File: src/rtl/palloc_pkg.sv
package palloc_pkg;
  typedef enum logic [1:0] {
    KIND_NONE = 2'd0,
    KIND_TX   = 2'd1,
    KIND_RX   = 2'd2
  } req_kind_e;
endpackage

File: src/rtl/palloc_map.sv
module palloc_map #(
  parameter int PAGES = 16,
  localparam int PW = $clog2(PAGES),
  localparam int CW = $clog2(PAGES + 1)
) (
  input  logic          clk,
  input  logic          rst_n,
  input  logic          alloc_en,
  input  logic          rel_en,
  input  logic [PW-1:0] rel_idx,
  output logic [PW-1:0] low_idx,
  output logic          any_free,
  output logic [CW-1:0] free_cnt,
  output logic          rel_bad
);
  logic [PAGES-1:0] used_q, used_d;

  // lowest free page: scan downward so the smallest index wins
  always_comb begin
    low_idx = '0;
    for (int i = PAGES - 1; i >= 0; i--)
      if (!used_q[i]) low_idx = PW'(i);
  end

  always_comb begin
    free_cnt = '0;
    for (int i = 0; i < PAGES; i++)
      free_cnt = free_cnt + CW'(!used_q[i]);
  end

  assign any_free = free_cnt != '0;
  assign rel_bad  = rel_en && !used_q[rel_idx];

  always_comb begin
    used_d = used_q;
    if (alloc_en) used_d[low_idx] = 1'b1;
    if (rel_en && used_q[rel_idx]) used_d[rel_idx] = 1'b0;
  end

  always_ff @(posedge clk) begin
    if (!rst_n) used_q <= '0;
    else        used_q <= used_d;
  end
endmodule

File: src/rtl/palloc_admit.sv
module palloc_admit
  import palloc_pkg::*;
#(
  parameter int PAGES = 16,
  localparam int CW = $clog2(PAGES + 1)
) (
  input  logic          clk,
  input  logic          rst_n,
  input  logic          tx_v,
  input  logic          rx_v,
  input  logic          rx_end,
  input  logic          any_free,
  input  logic [CW-1:0] free_cnt,
  input  logic [CW-1:0] reserve,
  output req_kind_e     kind,
  output logic          grant_ok,
  output logic          rx_active,
  output logic          tx_rdy
);
  logic active_q;

  assign rx_active = active_q;
  assign tx_rdy    = !rx_v;

  always_comb begin
    if (rx_v)      kind = KIND_RX;
    else if (tx_v) kind = KIND_TX;
    else           kind = KIND_NONE;
  end

  always_comb begin
    unique case (kind)
      KIND_TX: grant_ok = any_free;
      KIND_RX: grant_ok = any_free && (active_q || free_cnt >= reserve);
      default: grant_ok = 1'b0;
    endcase
  end

  always_ff @(posedge clk) begin
    if (!rst_n)              active_q <= 1'b0;
    else if (rx_end)         active_q <= 1'b0;
    else if (kind == KIND_RX) active_q <= grant_ok;
  end
endmodule

File: src/rtl/palloc_top.sv
module palloc_top
  import palloc_pkg::*;
#(
  parameter int PAGES = 16,
  localparam int PW = $clog2(PAGES),
  localparam int CW = $clog2(PAGES + 1)
) (
  input  logic          clk,
  input  logic          rst_n,
  input  logic          tx_req_valid,
  output logic          tx_req_ready,
  input  logic          rx_req_valid,
  output logic          rx_req_ready,
  input  logic          rx_pkt_done,
  output logic          rsp_valid,
  output logic          rsp_ok,
  output logic          rsp_rx,
  output logic [PW-1:0] rsp_page,
  input  logic          rel_valid,
  input  logic [PW-1:0] rel_page,
  input  logic [CW-1:0] reserve_pages,
  output logic [CW-1:0] free_pages,
  output logic [CW-1:0] total_pages,
  output logic          rel_err
);
  req_kind_e     kind;
  logic          grant_ok, any_free, rel_bad, rx_active;
  logic [PW-1:0] low_idx;

  palloc_map #(.PAGES(PAGES)) u_map (
    .clk(clk), .rst_n(rst_n), .alloc_en(grant_ok), .rel_en(rel_valid),
    .rel_idx(rel_page), .low_idx(low_idx), .any_free(any_free),
    .free_cnt(free_pages), .rel_bad(rel_bad)
  );

  palloc_admit #(.PAGES(PAGES)) u_admit (
    .clk(clk), .rst_n(rst_n), .tx_v(tx_req_valid), .rx_v(rx_req_valid),
    .rx_end(rx_pkt_done), .any_free(any_free), .free_cnt(free_pages),
    .reserve(reserve_pages), .kind(kind), .grant_ok(grant_ok),
    .rx_active(rx_active), .tx_rdy(tx_req_ready)
  );

  assign rx_req_ready = 1'b1;
  assign total_pages  = CW'(PAGES);

  always_ff @(posedge clk) begin
    if (!rst_n) begin
      rsp_valid <= 1'b0;
      rsp_ok    <= 1'b0;
      rsp_rx    <= 1'b0;
      rsp_page  <= '0;
      rel_err   <= 1'b0;
    end else begin
      rsp_valid <= kind != KIND_NONE;
      rsp_ok    <= grant_ok;
      rsp_rx    <= kind == KIND_RX;
      rsp_page  <= grant_ok ? low_idx : '0;
      if (rel_bad) rel_err <= 1'b1;
    end
  end
endmodule

File: config.mk
export PLATFORM = sky130hd
export DESIGN_NAME = palloc_top
export DESIGN_NICKNAME = d
export VERILOG_FILES = /design/src/rtl/palloc_pkg.sv /design/src/rtl/palloc_map.sv /design/src/rtl/palloc_admit.sv /design/src/rtl/palloc_top.sv
export SDC_FILE = /design/constraint.sdc
export NUM_CORES = 1
export LEC_CHECK = 0
export ABC_AREA = 0
export BUFFER_PORTS_ARGS = -buffer_cell sky130_fd_sc_hd__buf_2
export CORE_UTILIZATION = 61
export CTS_CLUSTER_SIZE = 25
export DETAILED_ROUTE_END_ITERATION = 12
export MAX_ROUTING_LAYER = met4
export PLACE_DENSITY = 0.86
export SETUP_SLACK_MARGIN = 0.3
export SLEW_MARGIN = 20
export SYNTH_ARGS = -nofsm -noshare
export SYNTH_HDL_FRONTEND = slang
export SYNTH_SLANG_ARGS = --single-unit
export TNS_END_PERCENT = 30
File: constraint.sdc
create_clock -name clk -period 14.65 [get_ports clk]
set_input_delay 1.465 -clock clk [delete_from_list [all_inputs] [get_ports clk]]
set_output_delay 1.465 -clock clk [all_outputs]
set_load 0.02 [all_outputs]
Word-level counts from Yosys, hierarchy flattened

Cells that the tools add are included.

Register bits: 25
Bits in latches: 0
Bits in writable memories: 0
Bits in read-only memories: 0
Bits of input ports: 15
Output and inout port bits: 20
Logic and storage cells: 88
Memories: 0

Add/subtract/negate cells: 15
$mul: 0
Divide/modulo/power cells: 0
$lt $le $gt $ge: 5
Equal/unequal tests: 2
Shift-type cells: 0
Mux-type cells: 27
Bitwise logic cells: 4
Reduce and logical (&&, ||, !) cells: 28

Operators by type and width:

| kind               | count |
|---|---|
| $add 5x1->5        | 14 |
| $mux 4             | 16 |
| $mux 16            | 2 |
| $logic_not 1->1    | 18 |
| $and 16x16->16     | 1 |
| $not 16->16        | 1 |
| $or 16x16->16      | 1 |
| $lt 4x5->1 const B | 2 |
| $demux 1 s4        | 2 |
| $ge 4x1->1 const B | 2 |
| $ge 5x5->1         | 1 |
| $logic_and 1x1->1  | 5 |
| $reduce_bool 5->1  | 1 |
| $bmux 1 s4         | 1 |
| $mux 1             | 4 |
| $add 1x1->2        | 1 |
| $eq 2x1->1 const B | 1 |
| $eq 2x2->1 const B | 1 |
| $mux 2             | 1 |
| $pmux 1 s2         | 1 |
| $reduce_and 2->1   | 1 |
| $reduce_bool 2->1  | 1 |
| $reduce_or 2->1    | 1 |
| $logic_or 1x1->1   | 1 |
| $not 1->1          | 1 |

Depth between registers and ports, before layout

Depth in word-level cells: 24
Depth in mapped cells: 17
Mapped depth without buffers: 17

Hierarchy

A second synthesis with hierarchy kept.

Cell total of the unflattened synthesis: 219
Area, all modules: 2,014.4 um^2

Modules (own cells, without submodules):

| module       | instances | cells an instance | area an instance (um^2) | sequential area each (um^2) |
|---|---|---|---|---|
| palloc_map   | 1         | 168               | 1,526.5                 | 320.3 |
| palloc_top   | 1         | 24                | 269.0                   | 160.2 |
| palloc_admit | 1         | 27                | 219.0                   | 20.0 |

Worst setup path after synthesis

Ideal clock, no wire load.

Path type: register -> output
From: register u_map.used_q[0]
To: output port free_pages[4]
Arrival time: 3.947 ns
Slack: 9.238 ns
Stages on the path, launching flop included: 13
Buffers on the path: 0
Cells stage by stage: dfxtp_1 -> inv_1 -> ha_1 -> fa_1 -> fa_1 -> fa_1 -> fa_1 -> fa_1 -> inv_1 -> fa_1 -> nor2b_1 -> nor2_1 -> nor2_1

Word-level cells in the longest chain between the ends: 16

Ends and longest elaborated chain:

| what                      | line             | text |
|---|---|---|
| start: declaration        | palloc_map.sv:16 | `logic [PAGES-1:0] used_q, used_d;` |
| start signal: assignment  | palloc_map.sv:42 | `else used_q <= used_d;` |
| $logic_not 1->1           | --               |  |
| $add 1x1->2               | palloc_map.sv:28 | `free_cnt = free_cnt + CW'(!used_q[i]);` |
| $add 5x1->5 (14 in a row) | palloc_map.sv:28 |  |
| end: declaration          | palloc_top.sv:22 | `output logic [CW-1:0] free_pages,` |

Every way passes these cells.

Final worst setup path

Same ends and word-level chain as after synthesis.

==> flow_metrics.py <==
metrics = {
    "outcome": {
        "outcome": "finished, final reports clean",
    },
    "clock_network": {
        "clockBufferDepth": 2,
        "cts_root_buf": "clkbuf_4",
        "htreeDepth": 1,
        "cts_tree": "yes",
        "hold_buffers": 0,
        "cts_resized": 0,
        "clkLatencyLatePin_ns": 0.33,
        "post_cts_buffers": 0,
        "cts_buffers": 3,
        "clk_pin_slew_ns": 0.14,
        "cts.sinks": 25,
    },
    "sta": {
        "relSlewSlack_pct": 55.1,
        "setup_slack_ns": 8.72,
        "rsz0062_at_grt": "no",
        "fin_crit_ns": 5.93,
        "fmax_ghz": 0.169,
        "setup_viol": 0,
        "tightest_slew_ns": 0.666,
        "finalCritPeriodShare_pct": 40.5,
        "skew_ns": 0.00912,
        "report.final.slew_viol_count": 0,
        "finalSetupTns_ns": 0,
        "hold_viol": 0,
    },
    "synth": {
        "yosysUniqueCellTypes": 51,
        "synth_edf_count": 0,
        "synth_area_sq_um": 2020,
        "synth-async-reset-ratio_pct": 0,
        "syn_area_per_cell_sq_um": 8.70,
        "ys_warn_count": 0,
        "synth_seq_cells": 25,
        "synth_ff_type": "dfxtp_1",
        "syn_inst": 232,
        "yosysSeqAreaShare_pct": 24.8,
    },
    "critical_path": {
        "endpoint": "free_pages[4]",
        "worstPathRequired_ns": 13.19,
        "critPathKind": "flip-flop to output pin",
        "crit_start": "u_map.used_q[0]$_SDFF_PN0_",
        "crit_arrival_ns": 4.47,
        "end_kind": "output pin",
        "reg2reg_from": "u_map.used_q[0]$_SDFF_PN0_",
        "reg2reg_setup_slack_ns": 9.01,
        "cp_max_fo": 8,
        "timing.rr.end": "rsp_page[3]$_SDFF_PN0_",
        "worst-r2r-cell-count": 16,
        "startpoint_type": "flip-flop",
    },
    "placed_design": {
        "port_buffers": 28,
        "gp_routability_congestion": 0.973,
        "dp_hpwl_um": 3600,
        "dp_slack_ns": 9.08,
    },
    "drt": {
        "drc": 0,
        "drtIter0Drc": 103,
        "routed_wl_um": 4540,
        "wl_per_cell_um": 15.2,
        "first_pass_iters": 4,
        "drtAntennaViolNets": 0,
        "vias": 1850,
        "vias_per_cell": 6.19,
    },
    "min_path": {
        "min_path_type": "flip-flop to flip-flop",
        "hold_depth": 1,
    },
    "grt": {
        "use_met2_pct": 45.4,
        "use_met3_pct": 4.80,
        "antenna_found_initial": 0,
        "grt_usage_pct": 28.2,
        "met1_usage_pct": 37.3,
        "grt_overflow_total": 0,
        "busiest_layer": "met2",
        "grt_pass1_wl_um": 7270,
        "grt_max_degree": 21,
        "grt_pass1_vias": 1646,
    },
    "finish": {
        "area_delta_synth_final_pct": 7.43,
        "final_nets": 291,
        "fill_cells": 256,
        "drive_gt1_share_pct": 15.7,
        "layout_commonest_cell": "inv_1",
        "layout_common_cells": "inv_1, buf_2, dfxtp_1",
        "n_antenna_cell": 0,
        "multi_input_area_sq_um": 1300,
        "seqCellArea_sq_um": 500,
    },
    "power": {
        "vdd_drop_max_uv": 66.8,
        "p_leak_uw": 0.000904,
        "powerDensity_nw_per_um2": 100,
    },
    "die": {
        "coreArea_sq_um": 3100,
        "ios": 35,
        "die_w_um": 59.5,
        "dieHeight_um": 59.5,
        "die-area_sq_um": 3540,
        "fp-row-count": 20,
        "start_util_pct": 65.1,
    },
    "job": {
        "maxCapViolCount": 0,
    },
}
==> cell usage after synthesis (2+ instances only) <==
library cell / instances / area [sq um]
mux4_1: 4 / 105
o21a_1: 2 / 15.0
nor2b_1: 6 / 37.5
and2_1: 2 / 12.5
dfxtp_1: 25 / 500
o211ai_1: 11 / 82.6
buf_4: 6 / 45.0
a21oi_1: 5 / 25.0
o31ai_1: 4 / 30.0
buf_6: 2 / 22.5
or2_0: 2 / 12.5
or2_2: 3 / 18.8
fa_1: 10 / 200
nand3b_1: 3 / 22.5
buf_2: 3 / 15.0
o311ai_0: 2 / 17.5
nor2_1: 11 / 41.3
inv_1: 38 / 143
a31oi_1: 2 / 12.5
o21ai_0: 8 / 40.0
ha_1: 10 / 125
nor3b_1: 2 / 15.0
nand2b_1: 2 / 12.5
nand3_1: 8 / 40.0
o32ai_1: 2 / 17.5
nor3_1: 4 / 20.0
nand4_1: 6 / 37.5
a21o_1: 2 / 15.0
conb_1: 2 / 7.51
nand2_1: 15 / 56.3
clkbuf_1: 2 / 7.51
o41ai_1: 9 / 78.8
==> worst min-delay path by stage <==
stage,endpoint,slack [ns],from
after floorplan,u_map.used_q[6]$_SDFF_PN0_,0.51,u_map.used_q[6]$_SDFF_PN0_
after global routing,rel_err$_SDFFE_PN0P_,0.51,rel_err$_SDFFE_PN0P_
final,rel_err$_SDFFE_PN0P_,0.48,rel_err$_SDFFE_PN0P_
after detailed placement,rel_err$_SDFFE_PN0P_,0.45,rel_err$_SDFFE_PN0P_
after CTS,rel_err$_SDFFE_PN0P_,0.48,rel_err$_SDFFE_PN0P_
after global placement,rel_err$_SDFFE_PN0P_,0.44,rel_err$_SDFFE_PN0P_
==> cell families (layout without fill, tap and decap cells) <==
| kind of cell | Yosys count | count (layout) | synth area share (%) |
|---|---|---|---|
| compound gates | 59 | 59 | 22.5 |
| xor+xnor | 1 | 1 | 0.434 |
| fa+ha+maj | 20 | 20 | 16.1 |
| buf+inv | 51 | 70 | 11.5 |
| flops | 25 | 25 | 24.8 |
| mux | 5 | 5 | 6.32 |
| other cells | 2 | 6 | 0.372 |
| simple gates | 69 | 69 | 18.0 |
==> metal layers <==
layer  routed length [um]  share of wire (%)
met1                 1950                 43
met5                    0                  0
met3                  465                 10
met2                 2010                 44
met4                  110                2.4
==> flip-flops by register name (all words and copies together) (netlist names) <==
| register | flops |
|---|---|
| rsp_rx | 1 |
| rel_err | 1 |
| u_admit.rx_active | 1 |
| rsp_page | 4 |
| rsp_ok | 1 |
| u_map.used_q | 16 |
| rsp_valid | 1 |
==> layout make-up <==
type | instances | share of cell area (%)
Clock buffer | 3 | 1.04
Clock inverter | 1 | 0.346
Tap cell | 44 | 2.54
Timing Repair Buffer | 28 | 6.46
Inverter | 38 | 6.57
Multi-Input combinational cell | 160 | 60.0
Sequential cell | 25 | 23.1
==> report_power, final <==
part,switching (uW),total [uW],internal (uW)
Sequential,3.85,75.7,71.8
Clock,21.2,31.7,10.5
Combinational,69.9,110,39.8
==> stage by stage <==
step,cell area [sq um],hold slack (ns),utilization (%),cells,total power (uW)
final,2170,0.477,69.9,299,217
after global routing,2170,0.513,69.9,299,236
after CTS,2170,0.481,69.9,299,218
after detailed placement,2140,0.449,69.0,295,187
after global placement,2140,0.443,69.0,295,184
after floorplan,2030,0.509,-,236,160
==> critical path, cell delays in order (launching register included) <==
cell	delay, ns
dfxtp_1	0.47
inv_1	0.13
ha_1	0.33
fa_1	0.53
fa_1	0.44
fa_1	0.49
fa_1	0.54
fa_1	0.20
inv_1	0.06
fa_1	0.42
nor2b_1	0.18
nor2_1	0.06
nor2_1	0.11
buf_2	0.18
No activity file was read; power rests on OpenSTA's default activity.
